[config.mk]
export PLATFORM = sky130hd
export DESIGN_NAME = qevt_event_unit
export DESIGN_NICKNAME = d
export VERILOG_FILES = /design/src/rtl/qevt_pkg.sv /design/src/rtl/qevt_home_edge.sv /design/src/rtl/qevt_pos_cmp.sv /design/src/rtl/qevt_flag_bank.sv /design/src/rtl/qevt_event_unit.sv
export SDC_FILE = /design/constraint.sdc
export NUM_CORES = 1
export LEC_CHECK = 0
export ABC_AREA = 1
export CAP_MARGIN = 10
export CORE_AREA = 2 2 122 124
export DETAILED_ROUTE_END_ITERATION = 8
export DIE_AREA = 0 0 124 126
export DONT_BUFFER_PORTS = 1
export HOLD_SLACK_MARGIN = 0.1
export PLACE_DENSITY = 0.32
export SYNTH_ARGS = -nofsm -noshare
export SYNTH_HDL_FRONTEND = slang
export SYNTH_SLANG_ARGS = --single-unit
[constraint.sdc]
create_clock -name clk -period 1.8 [get_ports clk]
set_input_delay 0.45 -clock clk [delete_from_list [all_inputs] [get_ports clk]]
set_output_delay 0.45 -clock clk [all_outputs]
set_load 0.005 [all_outputs]
[src/rtl/qevt_pkg.sv]
package qevt_pkg;
    localparam int WORD_W     = 32;
    localparam int FLAG_N     = 4;
    localparam int FLAG_LSB   = WORD_W - FLAG_N;
    localparam int HOME_SEL_W = 4;
    // flag index within the 4-bit field (word bit = FLAG_LSB + index)
    localparam int FLG_Z    = 0;
    localparam int FLG_POS  = 1;
    localparam int FLG_HOME = 2;
    localparam int FLG_WDG  = 3;

    typedef enum logic { H_LOW, H_HIGH } home_state_e;
    typedef enum logic { CMP_ARMED, CMP_LATCHED } cmp_state_e;
endpackage

[src/rtl/qevt_home_edge.sv]
module qevt_home_edge
    import qevt_pkg::*;
(
    input  logic                  clk,
    input  logic                  rst_n,
    input  logic                  home_i,
    input  logic                  dir_i,
    input  logic [HOME_SEL_W-1:0] sel_i,
    output logic                  hit_o
);
    home_state_e state_q, state_d;
    logic        edge_seen;
    logic        edge_fall;

    always_ff @(posedge clk or negedge rst_n) begin
        if (!rst_n) state_q <= H_LOW;
        else        state_q <= state_d;
    end

    always_comb begin
        state_d   = state_q;
        edge_seen = 1'b0;
        edge_fall = 1'b0;
        unique case (state_q)
            H_LOW: begin
                if (home_i) begin
                    state_d   = H_HIGH;
                    edge_seen = 1'b1;
                end
            end
            H_HIGH: begin
                if (!home_i) begin
                    state_d   = H_LOW;
                    edge_seen = 1'b1;
                    edge_fall = 1'b1;
                end
            end
        endcase
        // enable index is {falling, direction}
        hit_o = edge_seen && sel_i[{edge_fall, dir_i}];
    end
endmodule

[src/rtl/qevt_pos_cmp.sv]
module qevt_pos_cmp
    import qevt_pkg::*;
#(
    parameter int PH_W  = 21,
    parameter int REV_W = 32
) (
    input  logic             clk,
    input  logic             rst_n,
    input  logic [PH_W-1:0]  phase_i,
    input  logic [REV_W-1:0] rev_i,
    input  logic             dir_i,
    input  logic [PH_W-1:0]  cmp_phase_i,
    input  logic [REV_W-1:0] cmp_rev_i,
    input  logic             rev_ignore_i,
    input  logic             dir_ignore_i,
    input  logic             cmp_dir_i,
    output logic             hit_o
);
    cmp_state_e state_q, state_d;
    logic       match;

    assign match = (phase_i == cmp_phase_i)
                && (rev_ignore_i || (rev_i == cmp_rev_i))
                && (dir_ignore_i || (dir_i == cmp_dir_i));

    always_ff @(posedge clk or negedge rst_n) begin
        if (!rst_n) state_q <= CMP_ARMED;
        else        state_q <= state_d;
    end

    always_comb begin
        state_d = state_q;
        hit_o   = 1'b0;
        unique case (state_q)
            CMP_ARMED: begin
                if (match) begin
                    state_d = CMP_LATCHED;
                    hit_o   = 1'b1;
                end
            end
            CMP_LATCHED: begin
                if (!match) state_d = CMP_ARMED;
            end
        endcase
    end
endmodule

[src/rtl/qevt_flag_bank.sv]
module qevt_flag_bank
    import qevt_pkg::*;
(
    input  logic              clk,
    input  logic              rst_n,
    input  logic [FLAG_N-1:0] set_i,
    input  logic [FLAG_N-1:0] clr_i,
    input  logic [FLAG_N-1:0] irq_en_i,
    input  logic [FLAG_N-1:0] dma_en_i,
    input  logic [FLAG_N-1:0] trig_en_i,
    input  logic [FLAG_N-1:0] load_en_i,
    output logic [FLAG_N-1:0] flags_o,
    output logic              irq_o,
    output logic              dma_o,
    output logic              trig_o,
    output logic              load_o
);
    logic [FLAG_N-1:0] newly;
    logic              trig_q;
    logic              load_q;

    for (genvar g = 0; g < FLAG_N; g++) begin : g_flag
        logic bit_q;
        always_ff @(posedge clk or negedge rst_n) begin
            if (!rst_n)         bit_q <= 1'b0;
            else if (set_i[g])  bit_q <= 1'b1;
            else if (clr_i[g])  bit_q <= 1'b0;
        end
        assign flags_o[g] = bit_q;
        assign newly[g]   = set_i[g] & ~bit_q;
    end

    always_ff @(posedge clk or negedge rst_n) begin
        if (!rst_n) begin
            trig_q <= 1'b0;
            load_q <= 1'b0;
        end else begin
            trig_q <= |(newly & trig_en_i);
            load_q <= |(newly & load_en_i);
        end
    end

    assign irq_o  = |(flags_o & irq_en_i);
    assign dma_o  = |(flags_o & dma_en_i);
    assign trig_o = trig_q;
    assign load_o = load_q;
endmodule

[src/rtl/qevt_event_unit.sv]
module qevt_event_unit
    import qevt_pkg::*;
#(
    parameter int PH_W  = 21,
    parameter int REV_W = 32
) (
    input  logic                  clk,
    input  logic                  rst_n,
    input  logic [PH_W-1:0]       phase_i,
    input  logic [REV_W-1:0]      rev_i,
    input  logic                  dir_i,
    input  logic                  home_i,
    input  logic                  z_evt_i,
    input  logic                  wdg_expire_i,
    input  logic [HOME_SEL_W-1:0] home_sel_i,
    input  logic [PH_W-1:0]       cmp_phase_i,
    input  logic [REV_W-1:0]      cmp_rev_i,
    input  logic                  cmp_rev_ignore_i,
    input  logic                  cmp_dir_ignore_i,
    input  logic                  cmp_dir_i,
    input  logic                  clr_wr_i,
    input  logic [WORD_W-1:0]     clr_word_i,
    input  logic [WORD_W-1:0]     irq_en_i,
    input  logic [WORD_W-1:0]     dma_en_i,
    input  logic [WORD_W-1:0]     trig_en_i,
    input  logic [WORD_W-1:0]     load_en_i,
    output logic [WORD_W-1:0]     status_o,
    output logic                  irq_o,
    output logic                  dma_req_o,
    output logic                  trig_o,
    output logic                  load_o
);
    logic              home_hit;
    logic              pos_hit;
    logic [FLAG_N-1:0] set_vec;
    logic [FLAG_N-1:0] clr_vec;
    logic [FLAG_N-1:0] flags;
    logic              unused_low_bits;

    qevt_home_edge u_home (
        .clk    (clk),
        .rst_n  (rst_n),
        .home_i (home_i),
        .dir_i  (dir_i),
        .sel_i  (home_sel_i),
        .hit_o  (home_hit)
    );

    qevt_pos_cmp #(.PH_W(PH_W), .REV_W(REV_W)) u_pos (
        .clk          (clk),
        .rst_n        (rst_n),
        .phase_i      (phase_i),
        .rev_i        (rev_i),
        .dir_i        (dir_i),
        .cmp_phase_i  (cmp_phase_i),
        .cmp_rev_i    (cmp_rev_i),
        .rev_ignore_i (cmp_rev_ignore_i),
        .dir_ignore_i (cmp_dir_ignore_i),
        .cmp_dir_i    (cmp_dir_i),
        .hit_o        (pos_hit)
    );

    always_comb begin
        set_vec           = '0;
        set_vec[FLG_WDG]  = wdg_expire_i;
        set_vec[FLG_HOME] = home_hit;
        set_vec[FLG_POS]  = pos_hit;
        set_vec[FLG_Z]    = z_evt_i;
        clr_vec           = clr_wr_i ? clr_word_i[FLAG_LSB +: FLAG_N] : '0;
    end

    qevt_flag_bank u_flags (
        .clk       (clk),
        .rst_n     (rst_n),
        .set_i     (set_vec),
        .clr_i     (clr_vec),
        .irq_en_i  (irq_en_i[FLAG_LSB +: FLAG_N]),
        .dma_en_i  (dma_en_i[FLAG_LSB +: FLAG_N]),
        .trig_en_i (trig_en_i[FLAG_LSB +: FLAG_N]),
        .load_en_i (load_en_i[FLAG_LSB +: FLAG_N]),
        .flags_o   (flags),
        .irq_o     (irq_o),
        .dma_o     (dma_req_o),
        .trig_o    (trig_o),
        .load_o    (load_o)
    );

    always_comb begin
        status_o                      = '0;
        status_o[FLAG_LSB +: FLAG_N]  = flags;
    end

    assign unused_low_bits = ^{clr_word_i[FLAG_LSB-1:0], irq_en_i[FLAG_LSB-1:0],
                               dma_en_i[FLAG_LSB-1:0], trig_en_i[FLAG_LSB-1:0],
                               load_en_i[FLAG_LSB-1:0]};
endmodule

==> results_dict.tcl <==
set metrics [dict create \
    status "completed" \
    register_area_sq_um 200 \
    n_fill_cell 1671 \
    syn-cell-area_sq_um 1470 \
    ant_nets 0 \
    fin_crit_ns 1.44 \
    grt_max_degree 9 \
    fin_util 0.115 \
    multi_input_area_sq_um 1010 \
    crit_type "flop to flop" \
    cp.required_ns 1.95 \
    ys_ff_latch 8 \
    routed_wl_um 4970 \
    met3_length_um 1090 \
    clk_latency_ns 0.23 \
    numCtsBuffers 3 \
    placed_cell_area_sq_um 1560 \
    place_congestion 0.695 \
    max_freq_mhz 693 \
    finalMaxSlewViolations 0 \
    yosysUniqueCellTypes 20 \
    powerDensity_nw_per_um2 471 \
    ys_seq_area_frac 0.137 \
    dp.cells 421 \
    die-area_sq_um 15600 \
    vdd_drop_max_uv 272 \
    die_h_um 126 \
    setup_violations 0 \
    root_buffer "clkbuf_16" \
    finalInstanceArea_sq_um 1640 \
    io_buffers 0 \
    synthTopCellsByArea "nand2_1 (18%), buf_4 (16%), xnor2_1 (16%), dfrtp_1 (14%), xor2_1 (8.4%)" \
    p_leak_nw 0.773 \
    grtUsageTotal 0.0578 \
    routed-wl-met2_um 2420 \
    cp.arrival_ns 1.59 \
    synth_top_cell_by_area "nand2_1" \
    first_pass_iters 4 \
    maxCapViolCount 0 \
    rsz0062_at_grt "false" \
    diodes 0 \
    hpwlAfterDp_um 4770 \
    top_layer_used "met3" \
    wire_per_inst_um 11.7 \
    hold_violations 0 \
    tns_ns 0 \
    grt_pass1_wl_um 6520 \
    crit_start "u_home.state_q$_DFF_PN0_" \
    die_w_um 124 \
    ios 316 \
    grt_pass1_vias 1235 \
    totalPowerFinal_mw 0.774 \
    grt_overflow 0 \
    timing.final.crit_share 0.801 \
    core_area_sq_um 14300 \
    drive_above_1_share 0.0373 \
    postSynthAreaPerCell_sq_um 6.06 \
    vias 1285 \
    cts_tree "yes" \
    hold_path_class "primary input to flop" \
    start_util 0.102 \
    clock_skew_ns 0.00232 \
    layout_common_cells "nand2_1 (70), inv_1 (31), nor2_1 (30)" \
    h-tree-depth 1 \
    cts_buffer_depth 2 \
    antenna_found_initial 0 \
    nNetsFinal 524 \
    synth.top_cell.area_share 0.179 \
    layoutNonFillerInstCount 425 \
    post_cts_buffers 0 \
    viasPerCell 3.02 \
    drtIter0Drc 25 \
    layout_commonest_cell "nand2_1" \
    start_kind "flop" \
    crit_fanout 2 \
    cp-end-kind "flop" \
    cts_resized 0 \
    clock-sinks 8 \
    r2r_start "u_home.state_q$_DFF_PN0_" \
    min-delay-start "home_i" \
    syn_to_final_growth_pct 12.0 \
    drc_errors 0 \
    path_clk_slew_ns 0.04 \
    ys_warn_count 0 \
    num_rows 44 \
    netlist_instances 242 \
    wirelength_met1_um 1470 \
]
==> worst max-delay path, stage by stage, from the launching register on <==
cell and delay (ns):
dfrtp_1 0.36, ha_1 0.19, nor2_1 0.10, o21ai_0 0.07, o21ai_0 0.08, nand2_1 0.12, nor2_1 0.19, nand2_1 0.08
nand3_1 0.08, o21bai_1 0.10
==> flip-flops by register name, indices dropped and copies added (netlist names) <==
name                  count
u_flags.g_flag.bit_q      4
u_flags.trig_o            1
u_home.state_q            1
u_flags.load_o            1
u_pos.state_q             1
==> per-layer routing <==
metal,track usage,vias up
met4,0.00595,0
li1,-,662
met1,0.0526,509
met5,0,-
met3,0.0462,0
met2,0.103,114
==> final cells by class <==
type / count / area share
multi-input cells: 198 / 0.615
repair buffers: 1 / 0.00609
flip-flops and latches: 8 / 0.122
well taps: 184 / 0.140
clock buffers: 3 / 0.0457
inverters: 31 / 0.0708
==> cells in the mapped netlist (all sizes together) <==
master	count
conb	1
nor2	31
xor2	14
dfrtp	8
a31o	1
o21ai	4
or2	3
nand3	7
o21bai	2
nand4	4
inv	31
xnor2	26
and2	1
nand2	71
buf	32
ha	1
a21oi	5
==> where the power goes <==
part           switching (mW)  internal [mW]  total, mW
sequential             0.0135          0.193      0.207
clock                  0.0795          0.286      0.365
combinational          0.0983          0.104      0.202
total                   0.191          0.583      0.774
==> kinds of logic (layout without fill, tap and decap cells) <==
logic type,count (synthesis),count (layout),share of synthesized area
xor gates and xnor gates,40,40,0.239
DFF,8,8,0.137
buffers and inverters,63,35,0.243
other,1,28,0.00256
and+or+nand+nor,117,117,0.323
AOI/OAI and AO/OA,12,12,0.0469
adders and majority gates,1,1,0.00853
==> timing repair <==
action | 4_1_cts | 5_1_grt
hold buffers | 1 | 0
hold endpoints to repair | 8 | 0
endpoints found under the setup margin | 0 | 0
==> worst paths after layout <==
check / to / slack, ns / depth (start not counted)
max: u_flags.trig_o$_DFF_PN0_ / 0.36 / 9
max reg2reg: u_flags.trig_o$_DFF_PN0_ / 0.36 / 9
max in group asynchronous: u_flags.trig_o$_DFF_PN0_ / 0.94 / 1
min reg2reg: u_flags.g_flag[2].bit_q$_DFFE_PN0P_ / 0.58 / 2
min in group asynchronous: u_flags.g_flag[2].bit_q$_DFFE_PN0P_ / 0.58 / 1
min: u_home.state_q$_DFF_PN0_ / 0.25 / 0
==> stage by stage <==
step	setup WS [ns]	hold slack [ns]
5_1_grt	0.132	0.238
2_1_floorplan	0.469	0.154
4_1_cts	0.301	0.242
6_report	0.357	0.248
3_3_place_gp	0.187	0.155
3_5_place_dp	0.183	0.155
Note: power is estimated with default switching activity, not from simulation.
